## config.mk

```make
export PLATFORM = sky130hd
export DESIGN_NAME = dma_llc_chan
export DESIGN_NICKNAME = d
export VERILOG_FILES = /design/src/rtl/dma_llc_pkg.sv /design/src/rtl/dma_llc_burst_track.sv /design/src/rtl/dma_llc_engine.sv /design/src/rtl/dma_llc_regs.sv /design/src/rtl/dma_llc_chan.sv
export SDC_FILE = /design/constraint.sdc
export NUM_CORES = 1
export LEC_CHECK = 0
export BUFFER_PORTS_ARGS = -buffer_cell sky130_fd_sc_hd__buf_2
export CORE_UTILIZATION = 40
export CTS_CLUSTER_SIZE = 24
export DETAILED_ROUTE_END_ITERATION = 12
export SLEW_MARGIN = 10
export SYNTH_ARGS = -nofsm -noshare
export SYNTH_HDL_FRONTEND = slang
export SYNTH_SLANG_ARGS = --single-unit
```

## constraint.sdc

```tcl
create_clock -name clk -period 3.2 [get_ports clk]
set_clock_uncertainty 0.1 [all_clocks]
set_input_delay 0.64 -clock clk [delete_from_list [all_inputs] [get_ports clk]]
set_output_delay 0.64 -clock clk [all_outputs]
set_load 0.02 [all_outputs]
```

## src/rtl/dma_llc_pkg.sv

```systemverilog
// Shared types and helper functions for the linked-list DMA channel.
// Assumes a 32-bit address and data path.
package dma_llc_pkg;

    typedef enum logic [2:0] {
        ST_IDLE  = 3'd0,
        ST_CHECK = 3'd1,
        ST_RD    = 3'd2,
        ST_WR    = 3'd3,
        ST_FETCH = 3'd4
    } eng_state_t;

    // Register word addresses
    localparam logic [2:0] RA_SRC  = 3'd0;
    localparam logic [2:0] RA_DST  = 3'd1;
    localparam logic [2:0] RA_NEXT = 3'd2;
    localparam logic [2:0] RA_CTRL = 3'd3;
    localparam logic [2:0] RA_CFG  = 3'd4;
    localparam logic [2:0] RA_STAT = 3'd5;
    localparam logic [2:0] RA_TCLR = 3'd6;
    localparam logic [2:0] RA_ECLR = 3'd7;

    // Beats in a burst group: code 0 -> 1, code n -> 2^(n+1)
    function automatic logic [8:0] burst_beats(input logic [2:0] code);
        return (code == 3'd0) ? 9'd1 : (9'd1 << ({1'b0, code} + 4'd1));
    endfunction

    // Byte-lane mask for a legal width code
    function automatic logic [31:0] width_mask(input logic [1:0] w);
        unique case (w)
            2'd0:    return 32'h0000_00FF;
            2'd1:    return 32'h0000_FFFF;
            default: return 32'hFFFF_FFFF;
        endcase
    endfunction

endpackage

```

## src/rtl/dma_llc_burst_track.sv

```systemverilog
// Counts beats inside a burst group and flags the beat that closes it.
// Assumes clr is pulsed before the first beat of each descriptor.
module dma_llc_burst_track #(
    parameter int CW = 9
) (
    input  logic       clk,
    input  logic       rst_n,
    input  logic       clr,
    input  logic       beat,
    input  logic [2:0] code,
    input  logic       last_xfer,
    output logic       grp_last
);
    import dma_llc_pkg::*;

    logic [CW-1:0] cnt_q;
    logic [CW-1:0] beats;

    // Group size from the burst code
    always_comb beats = CW'(burst_beats(code));

    // Group closes on its final beat or on the final item
    always_comb grp_last = (cnt_q == beats - CW'(1)) || last_xfer;

    // Beat counter within the current group
    always_ff @(posedge clk) begin
        if (!rst_n || clr)  cnt_q <= '0;
        else if (beat)      cnt_q <= grp_last ? '0 : cnt_q + CW'(1);
    end
endmodule

```

## src/rtl/dma_llc_engine.sv

```systemverilog
// Transfer engine: owns source, destination, next and control registers,
// runs item read/write pairs and fetches chained descriptors.
// Assumes a grant completes the access in the same cycle.
module dma_llc_engine #(
    parameter int CNT_W = 11
) (
    input  logic        clk,
    input  logic        rst_n,
    input  logic        sw_we,
    input  logic [1:0]  sw_sel,
    input  logic [31:0] sw_data,
    input  logic        ch_en,
    input  logic        ch_halt,
    output logic [31:0] src_q,
    output logic [31:0] dst_q,
    output logic [31:0] nxt_q,
    output logic [31:0] ctrl_q,
    output logic        active,
    output logic        tc_evt,
    output logic        err_evt,
    output logic        stop_evt,
    output logic        mem_req,
    output logic        mem_we,
    output logic [31:0] mem_addr,
    output logic [1:0]  mem_size,
    output logic [31:0] mem_wdata,
    output logic        mem_last,
    input  logic        mem_gnt,
    input  logic [31:0] mem_rdata
);
    import dma_llc_pkg::*;

    localparam int NTRK = 2;

    eng_state_t       state;
    logic [1:0]       fidx;
    logic [31:0]      fbase;
    logic [31:0]      dbuf;
    logic [CNT_W-1:0] cnt;
    logic [2:0]       sw_code, dw_code;
    logic             width_ok, last_xfer, desc_end, go_fetch;
    logic             rd_fire, wr_fire, fetch_fire;
    logic             trk_beat [NTRK];
    logic [2:0]       trk_code [NTRK];
    logic             trk_last [NTRK];

    // Control field decode
    always_comb begin
        cnt       = ctrl_q[CNT_W-1:0];
        sw_code   = ctrl_q[20:18];
        dw_code   = ctrl_q[23:21];
        width_ok  = (sw_code <= 3'd2) && (dw_code <= 3'd2);
        last_xfer = (cnt == CNT_W'(1));
        go_fetch  = (nxt_q != 32'd0) && (nxt_q[1:0] == 2'b00);
    end

    // Memory port drive per state
    always_comb begin
        mem_req   = 1'b0;
        mem_we    = 1'b0;
        mem_addr  = 32'd0;
        mem_size  = 2'd0;
        mem_wdata = dbuf;
        mem_last  = 1'b0;
        unique case (state)
            ST_RD: begin
                mem_req  = !ch_halt;
                mem_addr = src_q;
                mem_size = sw_code[1:0];
                mem_last = trk_last[0];
            end
            ST_WR: begin
                mem_req  = 1'b1;
                mem_we   = 1'b1;
                mem_addr = dst_q;
                mem_size = dw_code[1:0];
                mem_last = trk_last[1];
            end
            ST_FETCH: begin
                mem_req  = !ch_halt;
                mem_addr = fbase + {28'd0, fidx, 2'b00};
                mem_size = 2'd2;
                mem_last = (fidx == 2'd3);
            end
            default: ;
        endcase
    end

    // Handshake and descriptor-end events
    always_comb begin
        rd_fire    = (state == ST_RD)    && mem_req && mem_gnt;
        wr_fire    = (state == ST_WR)    && mem_gnt;
        fetch_fire = (state == ST_FETCH) && mem_req && mem_gnt;
        desc_end   = (wr_fire && last_xfer) ||
                     ((state == ST_CHECK) && width_ok && (cnt == '0));
        tc_evt     = desc_end && ctrl_q[31];
        err_evt    = ((state == ST_CHECK) && !width_ok) ||
                     (desc_end && (nxt_q != 32'd0) && (nxt_q[1:0] != 2'b00));
        stop_evt   = err_evt || (desc_end && (nxt_q == 32'd0));
        active     = (state != ST_IDLE) &&
                     !(ch_halt && (state == ST_RD || state == ST_FETCH));
    end

    // Source and destination burst-group trackers
    assign trk_beat[0] = rd_fire;
    assign trk_beat[1] = wr_fire;
    assign trk_code[0] = ctrl_q[14:12];
    assign trk_code[1] = ctrl_q[17:15];

    for (genvar g = 0; g < NTRK; g++) begin : g_trk
        dma_llc_burst_track #(.CW(9)) u_trk (
            .clk       (clk),
            .rst_n     (rst_n),
            .clr       (state == ST_CHECK),
            .beat      (trk_beat[g]),
            .code      (trk_code[g]),
            .last_xfer (last_xfer),
            .grp_last  (trk_last[g])
        );
    end

    // Sequencer state, working registers and descriptor loads
    always_ff @(posedge clk) begin
        if (!rst_n) begin
            state  <= ST_IDLE;
            src_q  <= '0;
            dst_q  <= '0;
            nxt_q  <= '0;
            ctrl_q <= '0;
            fbase  <= '0;
            fidx   <= '0;
            dbuf   <= '0;
        end else begin
            if (sw_we) begin
                unique case (sw_sel)
                    2'd0:    src_q  <= sw_data;
                    2'd1:    dst_q  <= sw_data;
                    2'd2:    nxt_q  <= sw_data;
                    default: ctrl_q <= sw_data;
                endcase
            end
            unique case (state)
                ST_IDLE:  if (ch_en) state <= ST_CHECK;
                ST_CHECK: begin
                    if (!width_ok)       state <= ST_IDLE;
                    else if (cnt != '0)  state <= ST_RD;
                end
                ST_RD: if (rd_fire) begin
                    dbuf  <= mem_rdata & width_mask(sw_code[1:0]);
                    state <= ST_WR;
                end
                ST_WR: if (wr_fire) begin
                    if (ctrl_q[26]) src_q <= src_q + (32'd1 << sw_code[1:0]);
                    if (ctrl_q[27]) dst_q <= dst_q + (32'd1 << dw_code[1:0]);
                    ctrl_q[CNT_W-1:0] <= cnt - CNT_W'(1);
                    state <= ST_RD;
                end
                ST_FETCH: if (fetch_fire) begin
                    unique case (fidx)
                        2'd0:    src_q  <= mem_rdata;
                        2'd1:    dst_q  <= mem_rdata;
                        2'd2:    nxt_q  <= mem_rdata;
                        default: ctrl_q <= mem_rdata;
                    endcase
                    fidx <= fidx + 2'd1;
                    if (fidx == 2'd3) state <= ST_CHECK;
                end
                default: state <= ST_IDLE;
            endcase
            if (desc_end) begin
                if (go_fetch) begin
                    state <= ST_FETCH;
                    fbase <= nxt_q;
                    fidx  <= 2'd0;
                end else begin
                    state <= ST_IDLE;
                end
            end
        end
    end

    // an idle channel leaves the memory port quiet
    p_idle_quiet_r1: assert property (@(posedge clk) disable iff (!rst_n)
        (state == ST_IDLE) |-> !mem_req);

    // every accepted write consumes exactly one item
    p_count_step_r2: assert property (@(posedge clk) disable iff (!rst_n)
        (wr_fire && !sw_we) |=> (cnt == $past(cnt) - CNT_W'(1)));

    // a non-incrementing source stays put across a write
    p_fixed_src_r3: assert property (@(posedge clk) disable iff (!rst_n)
        (wr_fire && !ctrl_q[26] && !sw_we) |=> $stable(src_q));

    // the final item's write always closes a burst group
    p_last_mark_r5: assert property (@(posedge clk) disable iff (!rst_n)
        (wr_fire && last_xfer) |-> mem_last);

    // descriptor fetches start only from aligned bases
    p_fetch_align_r7: assert property (@(posedge clk) disable iff (!rst_n)
        (state == ST_FETCH) |-> (fbase[1:0] == 2'b00));

    // after a write under halt, no read goes out while halt stays set
    p_halt_quiet_r10: assert property (@(posedge clk) disable iff (!rst_n)
        (ch_halt && wr_fire) |=> (!ch_halt || !(mem_req && !mem_we)));
endmodule

```

## src/rtl/dma_llc_regs.sv

```systemverilog
// Configuration, status and register read path of the DMA channel.
// Assumes engine events are single-cycle pulses; a set event wins over a clear.
module dma_llc_regs (
    input  logic        clk,
    input  logic        rst_n,
    input  logic        reg_we,
    input  logic [2:0]  reg_addr,
    input  logic [31:0] reg_wdata,
    output logic [31:0] reg_rdata,
    input  logic [31:0] src_q,
    input  logic [31:0] dst_q,
    input  logic [31:0] nxt_q,
    input  logic [31:0] ctrl_q,
    input  logic        active,
    input  logic        tc_evt,
    input  logic        err_evt,
    input  logic        stop_evt,
    output logic        sw_we,
    output logic [1:0]  sw_sel,
    output logic        ch_en,
    output logic        ch_halt,
    output logic        irq
);
    import dma_llc_pkg::*;

    logic [31:0] cfg_q;
    logic        tc_st, err_st;
    logic        cfg_wr, tc_clr, err_clr;

    // Write decode
    always_comb begin
        cfg_wr  = reg_we && (reg_addr == RA_CFG);
        tc_clr  = reg_we && (reg_addr == RA_TCLR) && reg_wdata[0];
        err_clr = reg_we && (reg_addr == RA_ECLR) && reg_wdata[0];
        sw_we   = reg_we && !reg_addr[2];
        sw_sel  = reg_addr[1:0];
        ch_en   = cfg_q[0];
        ch_halt = cfg_q[18];
        irq     = (tc_st && cfg_q[15]) || (err_st && cfg_q[14]);
    end

    // Configuration word; the engine drops enable at the end of a chain
    always_ff @(posedge clk) begin
        if (!rst_n)        cfg_q    <= '0;
        else if (cfg_wr)   cfg_q    <= reg_wdata;
        else if (stop_evt) cfg_q[0] <= 1'b0;
    end

    // Sticky status flags with write-one-to-clear
    always_ff @(posedge clk) begin
        if (!rst_n) begin
            tc_st  <= 1'b0;
            err_st <= 1'b0;
        end else begin
            tc_st  <= (tc_st  && !tc_clr)  || tc_evt;
            err_st <= (err_st && !err_clr) || err_evt;
        end
    end

    // Read mux
    always_comb begin
        unique case (reg_addr)
            RA_SRC:  reg_rdata = src_q;
            RA_DST:  reg_rdata = dst_q;
            RA_NEXT: reg_rdata = nxt_q;
            RA_CTRL: reg_rdata = ctrl_q;
            RA_CFG:  reg_rdata = {cfg_q[31:18], active, cfg_q[16:0]};
            RA_STAT: reg_rdata = {29'd0, tc_st || err_st, err_st, tc_st};
            default: reg_rdata = 32'd0;
        endcase
    end

    // a clear write removes terminal count unless a new one arrives
    p_tc_clear_r11: assert property (@(posedge clk) disable iff (!rst_n)
        (tc_clr && !tc_evt) |=> !tc_st);

    // error stays set until software clears it
    p_err_hold_r11: assert property (@(posedge clk) disable iff (!rst_n)
        (err_st && !err_clr) |=> err_st);

    // chain end or error drops enable unless software rewrites it
    p_stop_drops_en_r9: assert property (@(posedge clk) disable iff (!rst_n)
        (stop_evt && !cfg_wr) |=> !ch_en);
endmodule

```

## src/rtl/dma_llc_chan.sv

```systemverilog
// Top of the linked-list DMA channel: register block plus transfer engine.
// Assumes a single clock domain and a same-cycle grant memory port.
module dma_llc_chan #(
    parameter int CNT_W = 11
) (
    input  logic        clk,
    input  logic        rst_n,
    input  logic        reg_we,
    input  logic [2:0]  reg_addr,
    input  logic [31:0] reg_wdata,
    output logic [31:0] reg_rdata,
    output logic        mem_req,
    output logic        mem_we,
    output logic [31:0] mem_addr,
    output logic [1:0]  mem_size,
    output logic [31:0] mem_wdata,
    output logic        mem_last,
    input  logic        mem_gnt,
    input  logic [31:0] mem_rdata,
    output logic        irq
);
    logic [31:0] src_q, dst_q, nxt_q, ctrl_q;
    logic        active, tc_evt, err_evt, stop_evt;
    logic        sw_we, ch_en, ch_halt;
    logic [1:0]  sw_sel;

    dma_llc_regs u_regs (
        .clk(clk), .rst_n(rst_n),
        .reg_we(reg_we), .reg_addr(reg_addr), .reg_wdata(reg_wdata),
        .reg_rdata(reg_rdata),
        .src_q(src_q), .dst_q(dst_q), .nxt_q(nxt_q), .ctrl_q(ctrl_q),
        .active(active), .tc_evt(tc_evt), .err_evt(err_evt),
        .stop_evt(stop_evt), .sw_we(sw_we), .sw_sel(sw_sel),
        .ch_en(ch_en), .ch_halt(ch_halt), .irq(irq)
    );

    dma_llc_engine #(.CNT_W(CNT_W)) u_eng (
        .clk(clk), .rst_n(rst_n),
        .sw_we(sw_we), .sw_sel(sw_sel), .sw_data(reg_wdata),
        .ch_en(ch_en), .ch_halt(ch_halt),
        .src_q(src_q), .dst_q(dst_q), .nxt_q(nxt_q), .ctrl_q(ctrl_q),
        .active(active), .tc_evt(tc_evt), .err_evt(err_evt),
        .stop_evt(stop_evt),
        .mem_req(mem_req), .mem_we(mem_we), .mem_addr(mem_addr),
        .mem_size(mem_size), .mem_wdata(mem_wdata), .mem_last(mem_last),
        .mem_gnt(mem_gnt), .mem_rdata(mem_rdata)
    );
endmodule

```

* After elaboration in Yosys (flattened, before gate mapping)
Index checks and enable logic that the tools add are counted.
** Storage, ports and cells
- Bits in registers :: 249
- Bits in latches :: 0
- Memory bits (writable) :: 0
- Memory bits (read-only) :: 0
- Output and inout bits :: 102
- Word-level logic and storage cells :: 180
- Memories kept :: 0
** Cells by class
- Add/subtract/negate cells :: 11
- $mul :: 0
- Divide/modulo/power cells :: 0
- Order comparisons :: 2
- Equality and inequality tests :: 26
- Shift-type cells :: 4
- Mux-type cells :: 56
- Bitwise logic cells :: 1
- Reduce and logical (&&, ||, !) cells :: 66
** Operator list (count)
- two-way mux 32 bit :: 24
- one-hot mux 32 bit (2 select lines) :: 3
- one-hot mux 32 bit (6 select lines) :: 1
- one-hot mux 32 bit (3 select lines) :: 1
- adder 32 bit :: 2
- << shifter 1 x 2 -> 32 bit (first input constant) :: 2
- two-way mux 9 bit :: 4
- adder 32 x 4 -> 32 bit :: 1
- bitwise AND 32 bit :: 1
- zero test 32 bit :: 1
- nonzero test 32 bit :: 1
- logical AND 1 bit :: 27
- two-way mux 3 bit :: 9
- one-hot mux 11 bit (2 select lines) :: 1
- two-way mux 21 bit :: 1
- adder 9 x 1 -> 9 bit (second input constant) :: 2
- equality test 9 bit :: 2
- << shifter 1 x 4 -> 9 bit (first input constant) :: 2
- subtractor 9 x 1 -> 9 bit (second input constant) :: 2
- equality test 3 bit (second input constant) :: 5
- one-hot mux 3 bit (5 select lines) :: 1
- equality test 3 x 2 -> 1 bit (second input constant) :: 4
- zero test 3 bit :: 4
- equality test 11 x 1 -> 1 bit (second input constant) :: 1
- other kinds (27) :: 64

* Longest topological paths before layout
- Word-level depth :: 11
- Gate-level depth with buffers :: 12
- Mapped depth without buffers :: 10

* Cells and area by module
A second synthesis with hierarchy kept.
** Unflattened totals
- Cell total of the unflattened synthesis :: 2032
- Area, all modules :: 16962.5 µm²
** Modules (own cells, without submodules)
- dma_llc_engine :: times used 1, cells each 1516, area each 12229.2 µm², sequential area each 3943.8 µm²
- dma_llc_regs :: times used 1, cells each 332, area each 3289.4 µm², sequential area each 660.6 µm²
- dma_llc_burst_track :: times used 2, cells each 92, area each 721.9 µm², sequential area each 180.2 µm²

* Worst setup path after synthesis
OpenSTA, ideal clock, no wires.
- Kind :: register to output
- From :: reg u_eng.ctrl_q[13]
- To :: out mem_last
- Data arrival time :: 2.342 ns
- Data required time :: 2.460 ns
- Setup slack :: 0.118 ns
- Stages on the path, launching flop included :: 13
- Path buffers :: 3
- Cell sequence :: dfxtp_1 > clkbuf_1 > nor3_1 > inv_1 > ha_1 > buf_2 > xor2_1 > a21oi_1 > o221ai_1 > nor4_1 > a21bo_2 > buf_2 > a21o_1
** Between the ends
- Word-level cells in the longest chain between the ends :: 7
- Elaborated cells between the ends (all ways) :: 8
- Those cells by class :: add/sub (2); eq/ne (1); shift (1); mux (2); reduce/logical (2)
** RTL lines
- start: declaration :: RTL line dma_llc_engine.sv:17 : output logic [31:0] ctrl_q,
- start signal: assignment :: RTL line dma_llc_engine.sv:139 : default: ctrl_q <= sw_data;
- start signal: indexed assignment :: RTL line dma_llc_engine.sv:155 : ctrl_q[CNT_W-1:0] <= cnt - CNT_W'(1);
- start signal: assignment :: RTL line dma_llc_engine.sv:163 : default: ctrl_q <= mem_rdata;
- adder 3 x 1 -> 4 bit :: RTL line dma_llc_pkg.sv:25 : return (code == 3'd0) ? 9'd1 : (9'd1 << ({1'b0, code} + 4'd1));
- << shifter 1 x 4 -> 9 bit :: RTL line dma_llc_pkg.sv:25
- two-way mux 9 bit (*) :: RTL line dma_llc_pkg.sv:25
- subtractor 9 x 1 -> 9 bit (*) :: RTL line dma_llc_burst_track.sv:23 : always_comb grp_last = (cnt_q == beats - CW'(1)) || last_xfer;
- equality test 9 bit (*) :: RTL line dma_llc_burst_track.sv:23
- logical OR 1 bit (*) :: RTL line dma_llc_burst_track.sv:23
- one-hot mux 1 bit (3 select lines) (*) :: RTL line dma_llc_engine.sv:65 : unique case (state)
- end: declaration :: RTL line dma_llc_chan.sv:17 : output logic mem_last,
Every way passes the cells marked *; elsewhere a longest branch is shown, timed or not.

* Worst setup path after layout
Ends and elaborated chain as after synthesis.

==> results_dict.tcl <==
set metrics [dict create \
    gp_congestion 0.9450 \
    crit_path_cell_trace "nor3_4 -> inv_2 -> ha_4 -> nor4bb_4 -> a211oi_2 -> xnor2_2 -> nor4_2 -> a21bo_2 -> a21o_1 -> buf_6" \
    status "complete, but fails checks" \
    finalSetupViolations 7 \
    grt_first_pass_wirelength_um 97160 \
    antenna_found_initial 2 \
    cp_slowest_cell "dfxtp_4" \
    hold_end "u_regs.cfg_q[9]" \
    coreArea_um2 38830 \
    synth_area_um2 15830 \
    cpPeakStageDelay_ns 0.36 \
    synth-edff-count 0 \
    syn_avg_cell_area_um2 7.927 \
    arrival_ns 2.71 \
    routed_wl_um 65020 \
    rows 72 \
    finalHoldViolCount 0 \
    initial_core_util 0.4077 \
    relSlewSlack 0.5222 \
    fin_cells 2699 \
    cts_made_buffers 30 \
    critPathRequiredTime_ns 2.46 \
    p_comb_frac 0.109 \
    ys_ff_latch 248 \
    cts_root_buf "clkbuf_16" \
    htreeDepth 1 \
    drv_cap 0 \
    crit_family "simple AND/OR/NAND/NOR gates" \
    cp_max_fo 7 \
    r2r_start "u_eng.ctrl_q[13]" \
    clock_sinks 248 \
    ys_async_sr_fraction 0 \
    yosys.area.top_type "dfxtp_1" \
    place_inst 2617 \
    finalWorstSetupSlack_ns -0.2517 \
    cts_tree "built" \
    ys_types 82 \
    min_period_ns 3.452 \
    port_buffers 172 \
    fp.dieW_um 200.9 \
    drive_above_1_share 0.2078 \
    p_total_mw 7.698 \
    drc 0 \
    area_growth_pct 21.09 \
    rsz0062_at_grt "true" \
    rrSetupSlack_ns 0.14 \
    violations "setup timing" \
    vias 16570 \
    startpoint_type "flip-flop" \
    wl_per_cell_um 24.09 \
    ant_nets 0 \
    synth_top_area_frac 0.3136 \
    overflow 0 \
    synth.area.top_cells "dfxtp_1 (31%), mux2i_1 (12%), nand2_1 (6.1%), a21oi_1 (5.7%), nor2_1 (4.6%)" \
    r2r_cells 18 \
    timing.fmax_ghz 0.2897 \
    fin_area_um2 19170 \
    yosysSeqAreaShare 0.3136 \
    netlist_instances 1997 \
    grt_pass1_vias 15520 \
    tns_ns -0.5273 \
    holdWs_ns 0.2596 \
    tightest_slew_ns 0.6968 \
    yosysWarnings 0 \
    critPathBufInv 2 \
    sw_frac_of_total 0.2718 \
    grt_max_degree 66 \
    die_y_um 200.9 \
    seqPwrFrac 0.417 \
    io_pins 173 \
    viasPerCell 6.139 \
    place_hpwl_um 47120 \
    synthFlopType "dfxtp_1" \
    clk_pin_slew_ns 0.06 \
    critical_path_class "reg -> out" \
    cp-end-kind "output port" \
    whs_path_depth 3 \
    hold_path_startpoint "reg_wdata[9]" \
    max-vdd-ir-drop_v 0.0003753 \
    slew_viol_final 0 \
    power.switching_mw 2.092 \
    clk_latency_ns 0.60 \
    grtUsageTotal 0.3132 \
    dieArea_um2 40370 \
    drt_iter0_drc 1910 \
    internal_power_mw 5.606 \
    power_leakage_nw 7.082 \
    worstReg2RegEnd "u_eng.g_trk[0].u_trk.cnt_q[2]" \
    clockBufferDepth 3 \
    first_pass_iters 5 \
    min_path_type "in -> reg" \
    p_per_area_nw_per_um2 401.6 \
    placed_cell_area_um2 17520 \
    clockPowerShare 0.474 \
    min_period_over_period 1.079 \
    fin_nets 2251 \
]
-- cell families after synthesis --
logic type	count (synthesis)	share of synthesized area
AOI/OAI and AO/OA	464	0.1843
xor gates and xnor gates	95	0.05256
adders and majority gates	23	0.01960
buffers and inverters	208	0.05572
DFF	248	0.3136
muxes	212	0.1470
other	1	0.0002369
and+or+nand+nor	746	0.2269
-- flip-flops by register name, summed over array words and instances (netlist names) --
| name | count |
|---|---|
| u_eng.fidx | 2 |
| u_eng.src_q | 32 |
| u_regs.cfg_q | 31 |
| u_eng.nxt_q | 32 |
| u_regs.tc_st | 1 |
| u_eng.dst_q | 32 |
| u_eng.ctrl_q | 32 |
| u_eng.g_trk.u_trk.cnt_q | 18 |
| u_eng.fbase | 32 |
| u_eng.mem_wdata | 32 |
| u_eng.state | 3 |
| u_regs.err_st | 1 |
-- worst reg2reg max path: cells and delay by family, from the launching register on --
kind | cells | cell delay [ns]
buffers and inverters | 10 | 1.16
AND/OR/NAND/NOR | 3 | 0.57
AO/OA/AOI/OAI | 3 | 0.42
flip-flops | 1 | 0.36
adder cells (fa/ha/maj) | 1 | 0.20
XOR/XNOR | 1 | 0.15
-- stage by stage --
stage	util	worst slack (ns)
3_5_place_dp	0.4512	0.02718
5_1_grt	0.4937	-0.3965
3_3_place_gp	0.4512	0.03657
6_report	0.4937	-0.2517
2_1_floorplan	-	0.1182
4_1_cts	0.4881	-0.2824
-- Yosys cell counts, types with 14 or more instances --
cell / number
dfxtp_1: 248
a211oi_1: 66
and2_1: 14
xor2_1: 26
nand2_1: 256
nor2_1: 194
clkbuf_1: 117
nand3_1: 71
nor4_1: 23
ha_1: 20
mux2i_1: 192
mux4_2: 16
nor3_1: 51
o21ai_0: 44
buf_1: 16
and3_1: 16
nand4_1: 30
xnor2_1: 69
buf_2: 27
or3_1: 14
a21oi_1: 181
o22ai_1: 70
a221oi_1: 20
inv_1: 40
-- power by group through the flow --
stage	sequential (mW)	combinational, mW	clock (mW)
after global placement	3.28	0.787	0
after detailed placement	3.28	0.796	0
after floorplan	3.25	0.454	0
after CTS	3.21	0.821	3.68
final	3.21	0.837	3.65
after global routing	3.22	0.883	3.81
-- cell usage in the layout, fill, tap and decap left out, types with 8 or more instances in the layout --
| cell type | Yosys | layout |
|---|---|---|
| or3_1 | 14 | 12 |
| buf_12 | 3 | 13 |
| and3_1 | 16 | 15 |
| nand2b_1 | 8 | 8 |
| and2_1 | 14 | 14 |
| a21o_1 | 11 | 11 |
| mux4_2 | 16 | 16 |
| dfxtp_2 | 0 | 9 |
| nor4_1 | 23 | 22 |
| ha_1 | 20 | 16 |
| nor2_1 | 194 | 191 |
| o221ai_1 | 11 | 10 |
| dfxtp_1 | 248 | 233 |
| clkbuf_16 | 0 | 31 |
| a211oi_1 | 66 | 65 |
| nor2b_1 | 9 | 9 |
| nand2_1 | 256 | 255 |
| xnor2_1 | 69 | 67 |
| buf_4 | 1 | 117 |
| clkinv_2 | 0 | 9 |
| xor2_1 | 26 | 26 |
| a21oi_1 | 181 | 180 |
| inv_1 | 40 | 38 |
| mux2i_1 | 192 | 192 |
| o22ai_1 | 70 | 69 |
| a221oi_1 | 20 | 20 |
| o21ai_0 | 44 | 43 |
| nor3_1 | 51 | 44 |
| nand3_1 | 71 | 67 |
| buf_2 | 27 | 156 |
| nand4_1 | 30 | 30 |
-- worst max path at each step --
stage	startpoint	to	slack, ns	cells after the start
finish	u_eng.ctrl_q[13]	mem_last	-0.25	10
global route	u_eng.ctrl_q[13]	mem_last	-0.40	10
CTS	u_eng.ctrl_q[12]	mem_last	-0.28	10
detailed placement	u_eng.ctrl_q[14]	mem_last	0.03	10
global placement	u_eng.ctrl_q[14]	mem_last	0.04	10
floorplan	u_eng.ctrl_q[13]	mem_last	0.12	12
-- area by class of cell --
class	count	area (um^2)
antenna	1	2.502
clock buffer	38	842.1
clock inverter	17	196.4
fill	3854	19660
inverter	42	162.7
multi-input combinational	1542	10320
sequential	248	4999
tap	518	648.1
timing repair buffer	293	1998
-- routing by layer --
metal | vias to the layer above | track usage | part of all wire
li1 | 7549 | - | -
met1 | 7953 | 0.4051 | 0.40
met2 | 843 | 0.4967 | 0.45
met3 | 221 | 0.03961 | 0.072
met4 | 2 | 0.1911 | 0.072
met5 | - | 0 | 0.00014
-- what timing repair did --
action,in CTS,in global routing
gates resized for setup,56,45
endpoints found under the setup margin,19,16
buffers inserted,22,7
gates cloned,0,1
pin swaps,15,31
hold buffers,0,0
No activity file was read; power rests on OpenSTA's default activity.
